### src/rtl/irq_regset_pkg.sv
package irq_regset_pkg;

   typedef enum logic [2:0] {
      SEL_NONE = 3'd0,
      SEL_STAT = 3'd1,
      SEL_SET  = 3'd2,
      SEL_CLR  = 3'd3,
      SEL_MASK = 3'd4
   } reg_sel_e;

   localparam int SRC_MODE_FAULT = 1;
   localparam int SRC_TX_LOW     = 2;
   localparam int SRC_TX_FULL    = 3;
   localparam int SRC_RX_AVAIL   = 4;

endpackage

### src/rtl/irq_addr_dec.sv
module irq_addr_dec
   import irq_regset_pkg::*;
#(
   parameter int ADDR_W   = 8,
   parameter int STAT_OFS = 4,
   parameter int SET_OFS  = 8,
   parameter int CLR_OFS  = 12,
   parameter int MASK_OFS = 16
) (
   input  logic [ADDR_W-1:0] addr,
   output reg_sel_e          sel
);
   localparam logic [ADDR_W-1:0] A_STAT = ADDR_W'(STAT_OFS);
   localparam logic [ADDR_W-1:0] A_SET  = ADDR_W'(SET_OFS);
   localparam logic [ADDR_W-1:0] A_CLR  = ADDR_W'(CLR_OFS);
   localparam logic [ADDR_W-1:0] A_MASK = ADDR_W'(MASK_OFS);

   always_comb begin
      if (addr == A_STAT)      sel = SEL_STAT;
      else if (addr == A_SET)  sel = SEL_SET;
      else if (addr == A_CLR)  sel = SEL_CLR;
      else if (addr == A_MASK) sel = SEL_MASK;
      else                     sel = SEL_NONE;
   end
endmodule

### src/rtl/irq_status_bank.sv
module irq_status_bank #(
   parameter int NUM_SRC = 7
) (
   input  logic               clk,
   input  logic               rst_n,
   input  logic [NUM_SRC-1:0] evt,
   input  logic               clr_en,
   input  logic [NUM_SRC-1:0] clr_bits,
   output logic [NUM_SRC-1:0] stat_q
);
   for (genvar i = 0; i < NUM_SRC; i++) begin : g_bit
      always_ff @(posedge clk or negedge rst_n) begin
         if (!rst_n)
            stat_q[i] <= 1'b0;
         else if (evt[i])
            stat_q[i] <= 1'b1;
         else if (clr_en && clr_bits[i])
            stat_q[i] <= 1'b0;
      end
   end
endmodule

### src/rtl/irq_mask_bank.sv
module irq_mask_bank #(
   parameter int NUM_SRC = 7
) (
   input  logic               clk,
   input  logic               rst_n,
   input  logic               set_en,
   input  logic               clr_en,
   input  logic [NUM_SRC-1:0] bits,
   output logic [NUM_SRC-1:0] mask_q
);
   for (genvar i = 0; i < NUM_SRC; i++) begin : g_bit
      always_ff @(posedge clk or negedge rst_n) begin
         if (!rst_n)
            mask_q[i] <= 1'b0;
         else if (set_en && bits[i])
            mask_q[i] <= 1'b1;
         else if (clr_en && bits[i])
            mask_q[i] <= 1'b0;
      end
   end
endmodule

### src/rtl/irq_regset.sv
module irq_regset
   import irq_regset_pkg::*;
#(
   parameter int NUM_SRC  = 7,
   parameter int DATA_W   = 32,
   parameter int ADDR_W   = 8,
   parameter int STAT_OFS = 4,
   parameter int SET_OFS  = 8,
   parameter int CLR_OFS  = 12,
   parameter int MASK_OFS = 16
) (
   input  logic               clk,
   input  logic               rst_n,
   input  logic [ADDR_W-1:0]  reg_addr,
   input  logic               reg_we,
   input  logic [DATA_W-1:0]  reg_wdata,
   output logic [DATA_W-1:0]  reg_rdata,
   input  logic [NUM_SRC-1:0] src_evt,
   output logic               irq
);
   localparam int PAD_W = DATA_W - NUM_SRC;

   initial begin
      assert (NUM_SRC >= 1 && NUM_SRC <= DATA_W)
         else $error("irq_regset: NUM_SRC out of range");
      assert (STAT_OFS != SET_OFS && STAT_OFS != CLR_OFS && STAT_OFS != MASK_OFS &&
              SET_OFS != CLR_OFS && SET_OFS != MASK_OFS && CLR_OFS != MASK_OFS)
         else $error("irq_regset: register offsets overlap");
      assert (((STAT_OFS | SET_OFS | CLR_OFS | MASK_OFS) % 4) == 0)
         else $error("irq_regset: offsets must be word aligned");
   end

   reg_sel_e           sel;
   logic [NUM_SRC-1:0] wbits;
   logic [NUM_SRC-1:0] stat_q;
   logic [NUM_SRC-1:0] mask_q;
   logic               wr_stat, wr_set, wr_clr;

   assign wbits   = reg_wdata[NUM_SRC-1:0];
   assign wr_stat = reg_we && (sel == SEL_STAT);
   assign wr_set  = reg_we && (sel == SEL_SET);
   assign wr_clr  = reg_we && (sel == SEL_CLR);

   if (PAD_W > 0) begin : g_pad
      logic unused_wdata_hi;
      assign unused_wdata_hi = ^reg_wdata[DATA_W-1:NUM_SRC];
   end

   irq_addr_dec #(
      .ADDR_W(ADDR_W), .STAT_OFS(STAT_OFS), .SET_OFS(SET_OFS),
      .CLR_OFS(CLR_OFS), .MASK_OFS(MASK_OFS)
   ) u_dec (
      .addr(reg_addr),
      .sel (sel)
   );

   irq_status_bank #(.NUM_SRC(NUM_SRC)) u_stat (
      .clk     (clk),
      .rst_n   (rst_n),
      .evt     (src_evt),
      .clr_en  (wr_stat),
      .clr_bits(wbits),
      .stat_q  (stat_q)
   );

   irq_mask_bank #(.NUM_SRC(NUM_SRC)) u_mask (
      .clk   (clk),
      .rst_n (rst_n),
      .set_en(wr_set),
      .clr_en(wr_clr),
      .bits  (wbits),
      .mask_q(mask_q)
   );

   always_ff @(posedge clk or negedge rst_n) begin
      if (!rst_n) irq <= 1'b0;
      else        irq <= |(stat_q & mask_q);
   end

   always_comb begin
      reg_rdata = '0;
      case (sel)
         SEL_STAT: reg_rdata[NUM_SRC-1:0] = stat_q;
         SEL_MASK: reg_rdata[NUM_SRC-1:0] = mask_q;
         default:  reg_rdata = '0;
      endcase
   end
endmodule

### config.mk
export PLATFORM = sky130hd
export DESIGN_NAME = irq_regset
export DESIGN_NICKNAME = d
export VERILOG_FILES = /design/src/rtl/irq_regset_pkg.sv /design/src/rtl/irq_addr_dec.sv /design/src/rtl/irq_status_bank.sv /design/src/rtl/irq_mask_bank.sv /design/src/rtl/irq_regset.sv
export SDC_FILE = /design/constraint.sdc
export NUM_CORES = 1
export LEC_CHECK = 0
export BUFFER_PORTS_ARGS = -buffer_cell sky130_fd_sc_hd__buf_2
export CAP_MARGIN = 20
export CORE_UTILIZATION = 42
export DETAILED_ROUTE_END_ITERATION = 8
export PLACE_DENSITY = 0.84
export SKIP_LAST_GASP = 1
export SLEW_MARGIN = 20
export SYNTH_ARGS = -nofsm -noshare
export SYNTH_HDL_FRONTEND = slang
export SYNTH_SLANG_ARGS = --single-unit
### constraint.sdc
create_clock -name clk -period 2 [get_ports clk]
set_clock_uncertainty 0.15 [all_clocks]
set_input_delay 0.2 -clock clk [delete_from_list [all_inputs] [get_ports clk]]
set_output_delay 0.2 -clock clk [all_outputs]
set_load 0.01 [all_outputs]
# Word-level counts from Yosys, hierarchy flattened
# Index checks and enable logic that the tools add are counted.
# totals
inputBits	50
regBits	15
out_inout_bits	33
elab_cells	96
# op_classes
n_bitwise	1
eq_ne	8
n_reduce_logical	39
mux	33
# ops
operator	n
$mux W1	28
$reduce_bool A2 Y1	14
$logic_and A1 B1 Y1	24
$eq A8 B4 Y1 const B	2
$pmux W7 S2	1
$mux W3	4
$eq A8 B3 Y1 const B	1
$eq A8 B5 Y1 const B	1
$and A7 B7 Y7	1
$reduce_or A7 Y1	1
$eq A3 B2 Y1 const B	2
$eq A3 B1 Y1 const B	1
$eq A3 B3 Y1 const B	1

# Longest topological paths before layout
# depth
word_depth	10
ltp_mapped	5
mapped_depth_nobuf	3

# Modules after synthesis
# Synthesis repeated with hierarchy kept, for this count alone.
# unflattened
hier_cells	106
hier_area_um2	1022.2
# by_module_without_submodules
module	seq_area_each_um2	n_inst	cells_per_inst	area_per_inst_um2
irq_regset	25.0	1	58	450.4
irq_mask_bank	175.2	1	21	262.8
irq_status_bank	175.2	1	21	254.0
irq_addr_dec	0.0	1	6	55.1

# Worst setup path after synthesis
# OpenSTA, ideal clock, no wires.
# synth_timing
path_kind	in2out
from	input port reg_addr[7]
to	output port reg_rdata[0]
t_required_ps	1650
stages	3
t_arrival_ps	1060
slack_ps	590
n_path_buf	1
cell_sequence	or4_1 -> clkbuf_1 -> nor2_1
# synth_between
elab_chain_len	7
word_cells_on_any_way	11
classes_between	eq/ne: 6; mux: 5
# synth_rtl
item	line	source
start, declared	irq_regset.sv:14	input logic [ADDR_W-1:0] reg_addr,
$eq A8 B5 Y1	irq_addr_dec.sv:22	else if (addr == A_MASK) sel = SEL_MASK;
$mux W3	irq_addr_dec.sv:22	
$mux W3	irq_addr_dec.sv:21	else if (addr == A_CLR) sel = SEL_CLR;
$mux W3	irq_addr_dec.sv:20	else if (addr == A_SET) sel = SEL_SET;
$mux W3 *	irq_addr_dec.sv:19	if (addr == A_STAT) sel = SEL_STAT;
$eq A3 B3 Y1 or $eq A3 B1 Y1 (tied branches)	irq_regset.sv:82	case (sel)
$pmux W7 S2 *	irq_regset.sv:82	
end, declared	irq_regset.sv:17	output logic [DATA_W-1:0] reg_rdata,
# Mark *: on every way between the ends. The rest lies on a longest branch, timed or not.

# Final worst setup path
# layout_timing
from	input port reg_addr[7]
to	output port reg_rdata[5]
# The elaborated chain is that of the path after synthesis.

==> impl_metrics.ini <==
[clock_tree]
h-tree-depth = 1
clock_path_buffers = 2
cts.sinks = 15
cts_tree = built
insertion_delay_ns = 0.28
ctsRootBufferMaster = clkbuf_4
numCtsBuffers = 3
cts_resized = 0
clk_pin_slew_ns = 0.08

[global_routing]
grt_max_degree = 16
grt_pass1_wl_um = 3463
gr-total-overflow = 0
track_usage_pct = 18.00
antenna_found_initial = 0
grt_pass1_vias = 766

[die]
fp-row-count = 17
die_x_um = 52.06
die_h_um = 52.06
initial_core_util_pct = 46.23
fp.dieArea_um2 = 2710
fp.coreArea_um2 = 2276
ios = 83

[critical_path]
cp.required_ns = 1.65
r2r_end = irq
cp_max_fo = 7
rr_startpoint = u_stat.stat_q[3]
r2r_slack_ns = 0.82
critical_path_arrival_ns = 1.34
criticalPathCategory = primary input to primary output
cp-start-kind = primary input
crit_path_start = reg_addr[7]
end_kind = primary output
r2r_cells = 2

[logic_synthesis]
yosysWarnings = 0
synthArstFlopShare_pct = 100.0
seq_area_frac_synth_pct = 35.67
synth_edf_count = 0
synth-seq-cells = 15
syn_area_um2 = 1052
synthDistinctLibCells = 17
synthFlopType = dfrtp_1
synth_cells = 104
avgSynthCellArea_um2 = 10.12

[outcome]
status = finished, final reports clean

[routing]
avgViaCountPerCell = 5.233
wl_per_cell_um = 12.72
dr.pass1.iters = 5
drt_iter0_drc = 24
vias = 900
ant_nets = 0
drc = 0
drt-total-wl_um = 2187

[power_and_ir_drop]
powerDensity_nw_per_um2 = 488.1
irDropWorstVdd_mv = 0.3495
leakage_uw = 0.0006003
finalPower_uw = 598.5

[worst_hold_path]
hold_start = reg_wdata[0]
holdCritPathClass = primary input to register
whs_path_depth = 3
hold-path-endpoint = u_mask.mask_q[0]

[layout]
final_common_cell = buf_2
antenna_cells = 0
area_growth_syn_to_layout_pct = 16.53
instances_no_fill = 172
drive_above_1_share_pct = 28.47
final_nets = 195
final_util_pct = 53.88
layout_common_cells = buf_2, conb_1, dfrtp_1

[timing]
relSlewSlack_pct = 66.79
worst_pin_slew_ns = 0.4960
tns_ns = 0
rsz0062_at_grt = false
finalHoldViolCount = 0
fmaxAchievable_mhz = 592.5
hold_slack_ns = 0.07884
slew_viol_final = 0
post-route-min-period_ns = 1.688
setup_viol = 0
finalCritPeriodShare_pct = 84.38

[place]
io_buffers = 32
place_inst = 160
hpwl_um = 1631
gp_congestion = 0.7906

[flow_run]
maxCapViolCount = 0
-- registers in the layout, summed over array words and instances, names as in the netlist --
name and flops:
u_stat.stat_q 7, irq 1, u_mask.mask_q 7
-- cell type report --
class	count	area [um2]
Tap cell	28	35.03
Timing Repair Buffer	42	255.2
Clock buffer	4	26.28
Inverter	7	26.28
Sequential cell	15	375.4
Multi-Input combinational cell	76	508.0
Fill cell	204	1050
-- stage by stage --
step	instance area [um2]	worst slack, ns
final	1226	0.3124
after global routing	1226	0.2076
after CTS	1226	0.3105
after detailed placement	1120	0.3160
after global placement	1120	0.3489
after floorplan	1142	0.5904
-- what timing repair did --
item	CTS	global route
endpoints found under the setup margin	0	0
hold buffers	8	0
buffers inserted	0	0
endpoints found under the hold margin	22	0
-- report_power, final --
part / switching (uW) / internal, uW / leakage [uW]
clock: 93.6 / 77.5 / 0.0000150
sequential: 5.68 / 310 / 0.000133
combinational: 68.5 / 43.3 / 0.000452
total: 168 / 431 / 0.000600
-- synthesized netlist by cell type (2+ instances only) --
| cell type | count | area (um2) |
|---|---|---|
| nor4b_4 | 2 | 47.55 |
| buf_4 | 26 | 195.2 |
| inv_1 | 7 | 26.28 |
| dfrtp_1 | 15 | 375.4 |
| mux2i_1 | 7 | 70.07 |
| a21o_1 | 7 | 52.55 |
| a22oi_1 | 9 | 67.56 |
| buf_6 | 3 | 33.78 |
| nor2_1 | 7 | 26.28 |
| nand4_1 | 14 | 87.58 |
-- routing by layer --
layer	wire length [um]	vias up	part of all wire [%]	track usage, %
li1	-	409	-	-
met1	941	419	43	22.99
met2	999	66	46	28.21
met3	203	6	9.3	4.094
met4	43	0	2.0	9.009
met5	0	-	0	0
-- how the worst max path moves through the flow --
stage,cells past startpoint,to,slack (ns)
floorplan,3,reg_rdata[0],0.59
global placement,4,reg_rdata[6],0.35
detailed placement,4,reg_rdata[3],0.32
finish,4,reg_rdata[5],0.31
CTS,4,reg_rdata[3],0.31
global route,5,reg_rdata[4],0.21
-- kinds of logic (layout without fill, tap and decap cells) --
logic type | count (synthesis) | after routing | share of synthesized area (%)
mux | 7 | 7 | 6.659
simple gates | 27 | 27 | 20.33
flops | 15 | 15 | 35.67
buf+inv | 37 | 53 | 24.61
other cells | 1 | 25 | 0.3564
compound gates | 17 | 17 | 12.37
-- critical path, cell delays in order --
cell,delay [ns]
buf_2,0.12
or4_1,0.71
nor2_1,0.17
buf_2,0.14
Note: power is estimated with default switching activity, not from simulation.
